## src/rtl/mac_accum.sv

```systemverilog
module mac_accum #(
  parameter int OPW = 16,
  parameter int LOW = 32,
  parameter int HIW = 10
) (
  input  logic           clk,
  input  logic           rst,
  input  logic           clr_en,
  input  logic           ld_en,
  input  logic           ld_hi,
  input  logic [LOW-1:0] ld_data,
  input  logic           mac_en,
  input  logic [OPW-1:0] op_a,
  input  logic [OPW-1:0] op_b,
  input  logic           rd_en,
  input  logic           rd_hi,
  input  logic [3:0]     flags_in,
  output logic [LOW-1:0] rd_data,
  output logic           rd_valid,
  output logic [3:0]     flags_out
);
  localparam int ACCW = LOW + HIW;
  localparam int PW   = 2 * OPW;

  logic signed [PW-1:0] prod;
  logic [ACCW-1:0] prod_x, acc, acc_nxt;
  logic [LOW-1:0]  rd_word;
  logic [3:0]      fl_nxt;

  assign prod    = $signed(op_a) * $signed(op_b);
  assign prod_x  = {{(ACCW-PW){prod[PW-1]}}, prod};
  assign rd_word = rd_hi ? {{(LOW-HIW){acc[ACCW-1]}}, acc[ACCW-1:LOW]} : acc[LOW-1:0];

  always_comb begin
    acc_nxt = acc;
    if (clr_en)
      acc_nxt = '0;
    else if (ld_en) begin
      if (ld_hi) acc_nxt[ACCW-1:LOW] = ld_data[HIW-1:0];
      else       acc_nxt[LOW-1:0]    = ld_data;
    end else if (mac_en)
      acc_nxt = acc + prod_x;
  end

  always_comb begin
    fl_nxt = flags_in;
    if (rd_en) begin
      fl_nxt[3] = (acc == '0);
      fl_nxt[2] = acc[ACCW-1];
      fl_nxt[1] = 1'b0;
    end
    if (ld_en) fl_nxt[1:0] = 2'b00;
  end

  always_ff @(posedge clk) begin
    if (rst) begin
      acc       <= '0;
      rd_data   <= '0;
      rd_valid  <= 1'b0;
      flags_out <= 4'b0000;
    end else begin
      acc       <= acc_nxt;
      rd_valid  <= rd_en;
      flags_out <= fl_nxt;
      if (rd_en) rd_data <= rd_word;
    end
  end


  reset_state_chk: assert property (@(posedge clk) rst |=> (!rd_valid && flags_out == 4'b0000));

  rd_valid_chk: assert property (@(posedge clk) disable iff (rst) rd_en |=> rd_valid);

  hi_sext_chk: assert property (@(posedge clk) disable iff (rst)
    (rd_valid && $past(rd_hi)) |-> (rd_data[LOW-1:HIW] == {(LOW-HIW){rd_data[HIW-1]}}));

  zero_data_chk: assert property (@(posedge clk) disable iff (rst)
    (rd_valid && flags_out[3]) |-> (rd_data == '0));

  read_ovf_chk: assert property (@(posedge clk) disable iff (rst) rd_en |=> !flags_out[1]);

  hi_neg_chk: assert property (@(posedge clk) disable iff (rst)
    (rd_valid && $past(rd_hi)) |-> (flags_out[2] == rd_data[LOW-1]));

  load_vc_chk: assert property (@(posedge clk) disable iff (rst) ld_en |=> (flags_out[1:0] == 2'b00));

  pass_flags_chk: assert property (@(posedge clk) disable iff (rst)
    (!rd_en && !ld_en) |=> (flags_out == $past(flags_in)));
endmodule

```

## config.mk

```make
export PLATFORM = sky130hd
export DESIGN_NAME = mac_accum
export DESIGN_NICKNAME = d
export VERILOG_FILES = /design/src/rtl/mac_accum.sv
export SDC_FILE = /design/constraint.sdc
export NUM_CORES = 1
export LEC_CHECK = 0
export ABC_AREA = 1
export BUFFER_PORTS_ARGS = -buffer_cell sky130_fd_sc_hd__buf_2
export CAP_MARGIN = 20
export CELL_PAD_IN_SITES_DETAIL_PLACEMENT = 2
export CELL_PAD_IN_SITES_GLOBAL_PLACEMENT = 2
export CORE_ASPECT_RATIO = 2
export CORE_MARGIN = 2
export CORE_UTILIZATION = 39
export DETAILED_ROUTE_END_ITERATION = 12
export GPL_TIMING_DRIVEN = 0
export PLACE_DENSITY_LB_ADDON = 0.25
export SYNTH_ARGS = -nofsm -noshare
export SYNTH_HDL_FRONTEND = slang
export SYNTH_SLANG_ARGS = --single-unit
```

## constraint.sdc

```tcl
create_clock -name clk -period 23.9 [get_ports clk]
set_clock_uncertainty 0.2 [all_clocks]
set_input_delay 5.975 -clock clk [delete_from_list [all_inputs] [get_ports clk]]
set_output_delay 5.975 -clock clk [all_outputs]
set_load 0.05 [all_outputs]
```

=== Word level (Yosys, flattened, before mapping) ===
Cells that the tools add are included.

* Eq/ne operators: 2
* Reduce and logical (&&, ||, !) cells: 7
* Multiplexer cells: 6
* Multiply operators: 1
* Add/subtract/negate cells: 1

{| class="wikitable"
|+ Operators with widths
! operator !! count
|-
| 42-bit 2-to-1 mux || 2
|-
| 32-bit 2-to-1 mux || 2
|-
| 42-bit adder || 1
|-
| 42-bit logical NOT || 1
|-
| 16-bit by 16-bit multiplier with 32-bit output || 1
|-
| 10-bit 2-to-1 mux || 1
|-
| 2-bit AND reduction || 2
|-
| 2-bit OR reduction || 2
|-
| 3-bit 2-to-1 mux || 1
|-
| 3-bit OR reduction || 1
|-
| 2-bit by 1-bit != test with 1-bit output, second input constant || 1
|-
| 2-bit != test, second input constant || 1
|-
| 2-bit nonzero test || 1
|}

* Word-level logic and storage cells: 24
* Register bits after elaboration: 79
* Output and inout bits: 37
* Input port bits: 76

=== Depth between registers and ports, before layout ===
* Depth after elaboration: 4
* Depth in mapped cells: 45
* Mapped depth without buffers: 43

=== Worst setup path before layout ===
Ideal clock, no wire load.

* Kind: in2reg
* From: input port op_b[5]
* To: register acc[41]
* Arrival: 12603 ps
* Buffers on the path: 2
* Library setup time: 70 ps
* Setup slack: 11028 ps
* Data required time: 23630 ps
* Stages on the path: 37
* Cells stage by stage: clkbuf_1 clkbuf_1 nand2_1 fa_1 inv_1 fa_1 fa_1 inv_1 fa_1 inv_1 fa_1 inv_1 fa_1 inv_1 ha_1 inv_1 nor3_1 nand2_1 nor2_1 nand2_1 inv_1 nor2_1 nand2_1 nand2_1 ha_1 nand2_1 nor2_1 inv_1 nor2_1 nand2_1 nor2_1 nand2_1 nand3_1 nand2_1 nand3_1 nand3_1 a21oi_1

* Cells in the longest elaborated chain, start to end: 4

{| class="wikitable"
|+ RTL lines
! what !! RTL line !! RTL
|-
| start: declaration || 14 || <nowiki>input logic [OPW-1:0] op_b,</nowiki>
|-
| 16-bit by 16-bit multiplier with 32-bit output || 30 || <nowiki>assign prod = $signed(op_a) * $signed(op_b);</nowiki>
|-
| 42-bit adder || 42 || <nowiki>acc_nxt = acc + prod_x;</nowiki>
|-
| 42-bit 2-to-1 mux || 41 || <nowiki>end else if (mac_en)</nowiki>
|-
| 42-bit 2-to-1 mux || 38 || <nowiki>else if (ld_en) begin</nowiki>
|-
| end signal: assignment || 62 || <nowiki>acc <= acc_nxt;</nowiki>
|-
| end: declaration || 26 || <nowiki>logic [ACCW-1:0] prod_x, acc, acc_nxt;</nowiki>
|}

Every way passes these cells. The select of a mux whose other input is x is not followed.
A chain may end at the register's enable or synchronous reset.

=== Final worst setup path ===
* From: input port op_b[6]
* To: register acc[41]

Same word-level chain as after synthesis.

==> flow_summary.yaml <==
global_route:
  grt_antenna_before_repair: 1
  grt_max_degree: 15
  overflow: 0
  grt_pass1_vias: 19230
  grt_pass1_wl_um: 110500
  grt_use_total_pct: 33.45
sta:
  setup_viol: 0
  min_period_ps: 15100
  relSlewSlack_pct: 41.18
  hold_viol_final: 0
  min_period_over_period_pct: 63.17
  rsz0062_at_grt: "no"
  tns_ps: 0
  slew_violations: 0
  tightest_slew_ps: 882.3
  max_freq_mhz: 66.23
critical_path:
  crit_path_max_incr_delay_ps: 710
  cp_max_fo: 14
  crit_path_frequent_cell: "nand2_1"
  path_class: "primary input to register"
  worstPathRequired_ps: 23990
  cp_slowest_cell: "fa_1"
  end_kind: "register"
  arrival_ps: 15190
  crit_path_start_kind: "primary input"
logic_synthesis:
  async_flop_share_pct: 0
  yosysTopAreaCellShare_pct: 31.62
  synthCells: 2377
  ys_types: 42
  yosys-top-cells-area: "fa_1, nand2_1, inv_1"
  synth_seq_cells: 79
  syn_nets: 2843
  synth_top_area_cell: "fa_1"
  synthFlopType: "dfxtp_1"
  synth_area_um2: 16650
  avgSynthCellArea_um2: 7.004
  synth_enable_flop_cells: 0
  yosysSeqAreaShare_pct: 9.499
  yosys_warnings: 0
drt:
  vias_per_cell: 5.436
  vias: 16440
  wire_per_inst_um: 24.02
  drc: 0
  routed_wl_um: 72630
  drtPass1Iterations: 5
  drtIter0Drc: 609
  ant_nets: 0
placed_design:
  portBuffers: 84
  gp_congestion: 0.9059
  dp_cells: 3007
  dpl.hpwl_um: 62910
final_layout:
  stdcell_count: 3024
  final_util_pct: 42.74
  layout.nets: 2939
  area_delta_synth_final_pct: 8.597
  drive_gt1_share_pct: 6.336
clocking:
  post_cts_buffers: 0
  h-tree-depth: 3
  clockBufferDepth: 2
  clkSinkCount: 79
  cts_tree: "done"
  cts_resized: 0
  cts_root_buffer: "clkbuf_16"
  clk_pin_slew_ps: 70
  holdBufCountCts: 0
  worstSkewPairLatency_ps: 350
  cts-buffers-inserted: 9
floorplan:
  start_util_pct: 39.35
  core_um2: 42310
  ios: 113
  die_y_um: 296.2
  rows: 107
  dieArea_um2: 44460
  die_w_um: 150.1
min_path:
  min_path_type: "register to register"
status:
  status: "finished, final reports clean"
run:
  cap_violations: 0
worst max-delay path, delay by kind of cell:
| kind | cells | cell delay, ps |
|---|---|---|
| compound gates | 1 | 150 |
| fa+ha+maj | 8 | 4380 |
| buf+inv | 10 | 1800 |
| simple gates | 18 | 2850 |
state kept, by name, indices dropped and copies added, names as in the netlist:
| name | cells |
|---|---|
| flags_out | 4 |
| acc | 42 |
| rd_valid | 1 |
| rd_data | 32 |
Yosys cell counts, drive strengths merged (12+ instances only):
library cell	instances
nand2	591
inv	562
fa	263
a21oi	180
nor2	146
o21ai	129
ha	127
clkbuf	87
nand3	82
dfxtp	79
xor2	22
nand4	19
nor3	13
xnor2	12
placed cells by master (no fill, tap or decap), types with 12 or more instances in the layout:
master and count:
a21oi_1 175, nand2_1 580, fa_1 263, buf_2 87, o21ai_1 14, nand3_1 79, inv_1 553, xor2_1 22
o21ai_0 110, nor3_1 13, xnor2_1 12, dfxtp_1 79, ha_1 127, nor2_1 134, clkbuf_1 89, nand4_1 19
stage by stage:
step	hold slack, ps	setup slack (ps)	area [um2]
2_1_floorplan	270.4	11030	16650
3_3_place_gp	299.7	9241	17750
3_5_place_dp	307.3	8740	17760
4_1_cts	321.7	8873	18080
5_1_grt	358.9	8367	18080
6_report	317.4	8802	18080
metal layers:
| layer | global-route usage (%) | wire (um) |
|---|---|---|
| met1 | 37.13 | 26990 |
| met2 | 60.91 | 38310 |
| met3 | 4.185 | 2695 |
| met4 | 18.59 | 4635 |
| met5 | 0 | 0 |
layout make-up:
cell class / instances / area (um2)
clock inverters: 5 / 82.58
clock buffers: 11 / 232.7
inverters: 563 / 2113
well taps: 545 / 681.9
repair buffers: 85 / 431.7
multi-input cells: 1644 / 12610
diodes: 1 / 2.502
fillers: 5241 / 24230
plain buffers: 91 / 345.3
flip-flops and latches: 79 / 1582
final timing paths:
path	cells past startpoint	slack [ps]	from	endpoint
min reg2reg	2	320	acc[27]	rd_data[27]
max reg2reg	13	21120	acc[33]	acc[41]
max	37	8800	op_b[6]	acc[41]
min	2	320	acc[27]	rd_data[27]
cells by family after synthesis:
logic type               share of synthesized area [%]
AO/OA/AOI/OAI                                    11.28
XOR/XNOR                                         1.789
adder cells (fa/ha/maj)                          41.17
buffers and inverters                            14.77
flip-flops                                       9.499
AND/OR/NAND/NOR                                  21.49
Power is left out: the tool's default activity adds up to more than one toggle a clock period on the data nets, which glitch-free logic cannot reach.
